$ cat src/rtl/ivs_pkg.sv
package ivs_pkg;

    localparam int DW = 8;
    localparam int AW = 2 * DW;

    typedef logic [DW-1:0] byte_t;
    typedef logic [AW-1:0] addr_t;

    typedef enum logic [2:0] {
        ST_RUN = 3'd0,   // T1: opcode fetch
        ST_T2  = 3'd1,
        ST_T3  = 3'd2,
        ST_T4  = 3'd3,
        ST_T5  = 3'd4,   // low-byte command issued
        ST_T6  = 3'd5,   // high-byte command issued, low byte on bus
        ST_T0  = 3'd6,   // high byte on bus
        ST_T60 = 3'd7    // T6 and T0 merged by a short reset
    } tstate_e;

    typedef enum logic [1:0] {
        VEC_NONE = 2'd0,
        VEC_NMI  = 2'd1,
        VEC_RES  = 2'd2,
        VEC_IRQ  = 2'd3
    } vec_e;

    typedef struct packed {
        vec_e  v_lo;
        vec_e  v_hi;
        byte_t lo;
    } vfetch_t;

    function automatic vec_e vec_pick(input logic res, input logic nmi);
        if (res)      return VEC_RES;
        else if (nmi) return VEC_NMI;
        else          return VEC_IRQ;
    endfunction

    function automatic byte_t vec_low(input vec_e v);
        byte_t ones;
        ones = '1;
        case (v)
            VEC_NMI: return ones - byte_t'(5);
            VEC_RES: return ones - byte_t'(3);
            default: return ones - byte_t'(1);
        endcase
    endfunction

    function automatic logic in_lock(input tstate_e s);
        return (s == ST_T5) || (s == ST_T6) || (s == ST_T0) || (s == ST_T60);
    endfunction

endpackage

$ cat src/rtl/ivs_nmi_latch.sv
module ivs_nmi_latch (
    input  logic clk,
    input  logic rst,
    input  logic nmi_n,
    input  logic lock,
    input  logic clear,
    output logic pend
);

    logic prev_q;
    logic pend_q;

    always_ff @(posedge clk) begin
        if (rst) begin
            prev_q <= 1'b1;
            pend_q <= 1'b0;
        end else begin
            if (!lock) begin
                prev_q <= nmi_n;
            end
            if (!lock && prev_q && !nmi_n) begin
                pend_q <= 1'b1;
            end else if (clear) begin
                pend_q <= 1'b0;
            end
        end
    end

    assign pend = pend_q;

    AST_NMI_LOCKOUT: assert property (@(posedge clk) disable iff (rst)
        lock |=> !$rose(pend_q));

    AST_NMI_CLEARED: assert property (@(posedge clk) disable iff (rst)
        clear |=> !pend_q);

endmodule

$ cat src/rtl/ivs_timing.sv
module ivs_timing
    import ivs_pkg::*;
(
    input  logic    clk,
    input  logic    rst,
    input  logic    start,
    input  logic    collide,
    output tstate_e state
);

    tstate_e st_q;
    tstate_e st_d;

    always_comb begin
        st_d = st_q;
        case (st_q)
            ST_RUN:  st_d = start ? ST_T2 : ST_RUN;
            ST_T2:   st_d = ST_T3;
            ST_T3:   st_d = ST_T4;
            ST_T4:   st_d = ST_T5;
            ST_T5:   st_d = collide ? ST_T60 : ST_T6;
            ST_T6:   st_d = ST_T0;
            ST_T0:   st_d = ST_RUN;
            default: st_d = ST_RUN;
        endcase
    end

    always_ff @(posedge clk) begin
        if (rst) st_q <= ST_RUN;
        else     st_q <= st_d;
    end

    assign state = st_q;

    AST_RUN_TO_T2: assert property (@(posedge clk) disable iff (rst)
        (st_q == ST_RUN && start) |=> (st_q == ST_T2));

    AST_T4_TO_T5: assert property (@(posedge clk) disable iff (rst)
        (st_q == ST_T4) |=> (st_q == ST_T5));

    AST_T6_TO_T0: assert property (@(posedge clk) disable iff (rst)
        (st_q == ST_T6) |=> (st_q == ST_T0));

endmodule

$ cat src/rtl/ivs_vector_path.sv
module ivs_vector_path
    import ivs_pkg::*;
#(
    parameter addr_t RESET_PC = 16'h0200
) (
    input  logic    clk,
    input  logic    rst,
    input  tstate_e state,
    input  logic    res_act,
    input  logic    nmi_act,
    input  byte_t   rdata,
    output addr_t   addr,
    output vec_e    vsel,
    output addr_t   handler,
    output logic    done,
    output logic    nmi_used
);

    localparam byte_t VEC_PAGE = '1;

    vfetch_t vf_q;
    addr_t   pc_q;
    logic    done_q;
    vec_e    pick;

    assign pick = vec_pick(res_act, nmi_act);

    always_ff @(posedge clk) begin
        if (rst) begin
            vf_q   <= '{v_lo: VEC_NONE, v_hi: VEC_NONE, lo: '0};
            pc_q   <= RESET_PC;
            done_q <= 1'b0;
        end else begin
            done_q <= 1'b0;
            case (state)
                ST_T5: vf_q.v_lo <= pick;
                ST_T6: begin
                    vf_q.v_hi <= pick;
                    vf_q.lo   <= rdata;
                end
                ST_T0: begin
                    pc_q   <= {rdata, vf_q.lo};
                    done_q <= 1'b1;
                end
                ST_T60: begin
                    pc_q   <= {rdata, vec_low(vf_q.v_lo) | byte_t'(1)};
                    done_q <= 1'b1;
                end
                default: ;
            endcase
        end
    end

    always_comb begin
        case (state)
            ST_T6, ST_T60: begin
                addr = {VEC_PAGE, vec_low(vf_q.v_lo)};
                vsel = vf_q.v_lo;
            end
            ST_T0: begin
                addr = {VEC_PAGE, vec_low(vf_q.v_hi) | byte_t'(1)};
                vsel = vf_q.v_hi;
            end
            default: begin
                addr = pc_q;
                vsel = VEC_NONE;
            end
        endcase
    end

    assign nmi_used = (state == ST_T6) && (vf_q.v_lo == VEC_NMI || pick == VEC_NMI);
    assign handler  = pc_q;
    assign done     = done_q;

    AST_VEC_PAGE: assert property (@(posedge clk) disable iff (rst)
        (state == ST_T6 || state == ST_T0) |-> (addr[AW-1:DW] == VEC_PAGE));

    AST_HI_ODD: assert property (@(posedge clk) disable iff (rst)
        (state == ST_T0) |-> addr[0]);

    AST_DONE_PULSE: assert property (@(posedge clk) disable iff (rst)
        done_q |=> !done_q);

    AST_RES_WINS_HI: assert property (@(posedge clk) disable iff (rst)
        (state == ST_T6 && res_act) |=> (vsel == VEC_RES));

endmodule

$ cat src/rtl/irq_vector_seq.sv
module irq_vector_seq
    import ivs_pkg::*;
#(
    parameter addr_t RESET_PC = 16'h0200
) (
    input  logic          clk,
    input  logic          rst,
    input  logic          res_n,
    input  logic          nmi_n,
    input  logic          irq_n,
    input  logic          brk_req,
    input  logic [DW-1:0] rdata,
    output logic [AW-1:0] addr,
    output logic [1:0]    vec_sel,
    output logic [AW-1:0] handler,
    output logic          done
);

    tstate_e state;
    vec_e    vsel;
    logic    res_q;
    logic    nmi_pend;
    logic    nmi_used;
    logic    start;
    logic    collide;

    always_ff @(posedge clk) begin
        if (rst) res_q <= 1'b0;
        else     res_q <= !res_n;
    end

    assign start   = res_q | nmi_pend | !irq_n | brk_req;
    assign collide = res_q & res_n;

    ivs_timing i_timing (
        .clk     (clk),
        .rst     (rst),
        .start   (start),
        .collide (collide),
        .state   (state)
    );

    ivs_nmi_latch i_nmi (
        .clk   (clk),
        .rst   (rst),
        .nmi_n (nmi_n),
        .lock  (in_lock(state)),
        .clear (nmi_used),
        .pend  (nmi_pend)
    );

    ivs_vector_path #(.RESET_PC(RESET_PC)) i_path (
        .clk      (clk),
        .rst      (rst),
        .state    (state),
        .res_act  (res_q),
        .nmi_act  (nmi_pend),
        .rdata    (rdata),
        .addr     (addr),
        .vsel     (vsel),
        .handler  (handler),
        .done     (done),
        .nmi_used (nmi_used)
    );

    assign vec_sel = vsel;

    AST_DONE_AFTER_FETCH: assert property (@(posedge clk) disable iff (rst)
        done |-> $past(state == ST_T0 || state == ST_T60));

    AST_ADDR_IS_HANDLER: assert property (@(posedge clk) disable iff (rst)
        done |-> (addr == handler));

endmodule

$ cat config.mk
export PLATFORM = sky130hd
export DESIGN_NAME = irq_vector_seq
export DESIGN_NICKNAME = d
export VERILOG_FILES = /design/src/rtl/ivs_pkg.sv /design/src/rtl/ivs_nmi_latch.sv /design/src/rtl/ivs_timing.sv /design/src/rtl/ivs_vector_path.sv /design/src/rtl/irq_vector_seq.sv
export SDC_FILE = /design/constraint.sdc
export NUM_CORES = 1
export LEC_CHECK = 0
export ABC_CLOCK_PERIOD_IN_PS = 1300
export BUFFER_PORTS_ARGS = -buffer_cell sky130_fd_sc_hd__clkbuf_2
export CAP_MARGIN = 15
export CELL_PAD_IN_SITES_DETAIL_PLACEMENT = 1
export CELL_PAD_IN_SITES_GLOBAL_PLACEMENT = 2
export CORE_ASPECT_RATIO = 0.6
export CORE_MARGIN = 3
export CORE_UTILIZATION = 25
export CTS_CLUSTER_SIZE = 16
export DETAILED_ROUTE_END_ITERATION = 12
export PLACE_DENSITY_LB_ADDON = 0.15
export SKIP_LAST_GASP = 1
export SLEW_MARGIN = 30
export SYNTH_ARGS = -nofsm -noshare
export SYNTH_HDL_FRONTEND = slang
export SYNTH_HIERARCHICAL = 1
export SYNTH_SLANG_ARGS = --single-unit
export TNS_END_PERCENT = 30
$ cat constraint.sdc
create_clock -name clk -period 1.3 [get_ports clk]
set_input_delay 0.26 -clock clk [delete_from_list [all_inputs] [get_ports clk]]
set_output_delay 0.26 -clock clk [all_outputs]
set_load 0.005 [all_outputs]
==> results.sh <==
export IMPL_run_status="finished, violations left"
export IMPL_violations="setup timing"
export IMPL_cts_max_level=2
export IMPL_chipHeight_um=66.1
export IMPL_ys_seq_area_share_pct=46.6
export IMPL_final_cell_mix="47 x clkbuf_2, 39 x nand2_1, 31 x dfxtp_1, 20 x nor2_1, 18 x a21oi_1"
export IMPL_clockBufferDepth=2
export IMPL_hold_viol_final=0
export IMPL_drt_wl_total_um=4410
export IMPL_drt_iter0_markers=61
export IMPL_die_area_sq_um=7010
export IMPL_cts_made_buffers=5
export IMPL_cp_arrival_ns=1.20
export IMPL_track_usage_pct=13.7
export IMPL_ir_drop_mv=0.322
export IMPL_path_delay_family="flip-flops"
export IMPL_fin_setup_tns_ns=-2.72
export IMPL_finalCriticalPeriod_ns=1.46
export IMPL_ios=49
export IMPL_synth_edf_count=0
export IMPL_synth_avg_cell_area_sq_um=8.12
export IMPL_hp_class="in -> reg"
export IMPL_final_common_cell="clkbuf_2"
export IMPL_initial_core_util_pct=26.4
export IMPL_fin_skew_ns=0.0107
export IMPL_rows=21
export IMPL_yosysWarnings=6
export IMPL_clk_pin_slew_worst_paths_ns=0.07
export IMPL_syn2layout_area_growth_pct=42.0
export IMPL_cp_max_fo=13
export IMPL_place_hpwl_um=3380
export IMPL_drtAntennaViolNets=0
export IMPL_path_cells="o21ai_4, buf_12, nand2b_1, clkbuf_2"
export IMPL_slew_headroom_pct=77.2
export IMPL_fin_cells=330
export IMPL_syn_area_sq_um=1500
export IMPL_place_ws_ns=-0.0507
export IMPL_setup_worst_path_end_class="primary output"
export IMPL_globalplace_congestion=0.746
export IMPL_setup_viol=18
export IMPL_final_nets=263
export IMPL_p_leak_nw=0.953
export IMPL_clock_sinks=35
export IMPL_async_flop_share_pct=0
export IMPL_grt_pass1_wl_um=7390
export IMPL_via_per_inst=4.28
export IMPL_synthCells=185
export IMPL_coreArea_sq_um=5700
export IMPL_critPathMaxStageDelay_ns=0.38
export IMPL_overflow=0
export IMPL_wl_per_cell_um=13.4
export IMPL_port_buffers=48
export IMPL_maxSlewViolCount=0
export IMPL_pwr_density_cell_nw_per_um2=1080
export IMPL_dr_pass1_iters=4
export IMPL_setup_ws_ns=-0.162
export IMPL_clk_latency_ns=0.30
export IMPL_path_buf_inv=2
export IMPL_drive_gt1_share_pct=36.4
export IMPL_route_detailed_drc=0
export IMPL_synthesis_nets=199
export IMPL_cp_data_required_time_ns=1.04
export IMPL_hold_buffers=0
export IMPL_slowest_stage="dfxtp_4"
export IMPL_grt_pass1_vias=1412
export IMPL_clock_root_buffer="clkbuf_8"
export IMPL_tritoncts="done"
export IMPL_period_share_pct=112
export IMPL_ff2ff_setup_slack_ns=0.06
export IMPL_synth_seq_cells=35
export IMPL_rsz0062_at_grt="yes"
export IMPL_antenna_found_initial=0
export IMPL_ys_types=30
export IMPL_nFillCells=697
export IMPL_worstMarginPinSlew_ns=0.342
export IMPL_critPathLaunchType="flop"
export IMPL_synth_ff_type="dfxtp_1"
export IMPL_num_vias=1413
export IMPL_fmaxAchievable_ghz=0.684
export IMPL_maxCapViolations=0
export IMPL_worst_setup_path_type="reg -> out"
export IMPL_antenna_cells=0
export IMPL_dpl_cell_count=321
export IMPL_die_w_um=106
export IMPL_grt_max_degree=27
-- timing repair --
action,4_1_cts,5_1_grt
gates cloned,0,0
setup endpoints to repair,21,26
resized for setup,22,1
setup buffers,1,0
pin swaps,4,2
endpoints found under the hold margin,0,0
-- metal layers --
layer  up-vias  track usage [%]  wire length (um)
met5         -                0                 0
met4         0             5.82                36
met3         3             3.90               223
met2        33             18.3              1680
met1       635             20.3              2470
li1        742                -                 -
-- sequential cells by signal, summed over array words and instances, names as in the netlist --
signal          flops
i_path/done         1
res_q               1
i_timing/state      3
i_path/vf_q        12
i_nmi/pend          1
i_nmi/prev_q        1
i_path/handler     16
-- area by class of cell --
type,instances,area (sq um),area share (%)
clock inverters,1,7.51,0.352
repair buffers,68,430,20.2
flip-flops and latches,35,713,33.4
multi-input cells,138,782,36.7
well taps,80,100,4.69
clock buffers,7,96.3,4.52
inverters,1,3.75,0.176
-- metrics by stage --
stage / hold WS, ns / cell area, sq um / total power (W) / utilization [%]
2_1_floorplan: 0.327 / 1510 / 0.00129 / -
3_3_place_gp: 0.437 / 1960 / 0.00141 / 34.3
3_5_place_dp: 0.440 / 1960 / 0.00142 / 34.3
4_1_cts: 0.122 / 2130 / 0.00235 / 37.4
5_1_grt: 0.131 / 2130 / 0.00243 / 37.4
6_report: 0.123 / 2130 / 0.00231 / 37.4
-- logic make-up (layout without fill, tap and decap cells) --
logic type	Yosys count	count (layout)	share of synthesized area (%)
AND/OR/NAND/NOR	102	102	33.2
buffers and inverters	12	77	4.41
AO/OA/AOI/OAI	36	36	15.7
flip-flops	35	35	46.6
-- cell usage after synthesis (all sizes together) (2+ instances only) --
| master | instances | share of area, % |
|---|---|---|
| a211oi | 5 | 2.8 |
| clkbuf | 4 | 1.0 |
| o211ai | 2 | 1.0 |
| a311oi | 2 | 1.6 |
| o21ai | 3 | 1.2 |
| nand2b | 17 | 7.1 |
| and2 | 4 | 1.7 |
| nand2 | 40 | 10 |
| a21oi | 19 | 6.3 |
| nor2 | 21 | 5.2 |
| dfxtp | 35 | 47 |
| nor3 | 8 | 2.7 |
| buf | 7 | 3.2 |
| nor2b | 4 | 1.7 |
| nand3b | 4 | 2.2 |
-- path summary, 6_finish.rpt --
path	depth (start not counted)	from	end
hold reg to reg	2	i_path/vf_q[1]	i_path/vf_q[1]
setup reg to reg	4	i_timing/state[2]	i_nmi/pend
hold / removal	2	res_n	res_q
setup / recovery	4	i_timing/state[1]	addr[10]
-- where the power goes --
part,internal (W),switching [W],leakage [nW]
combinational,0.000141,0.000132,0.616
clock,0.000482,0.000414,0.0505
sequential,0.00110,0.0000390,0.286
No activity file was read; power rests on OpenSTA's default activity.
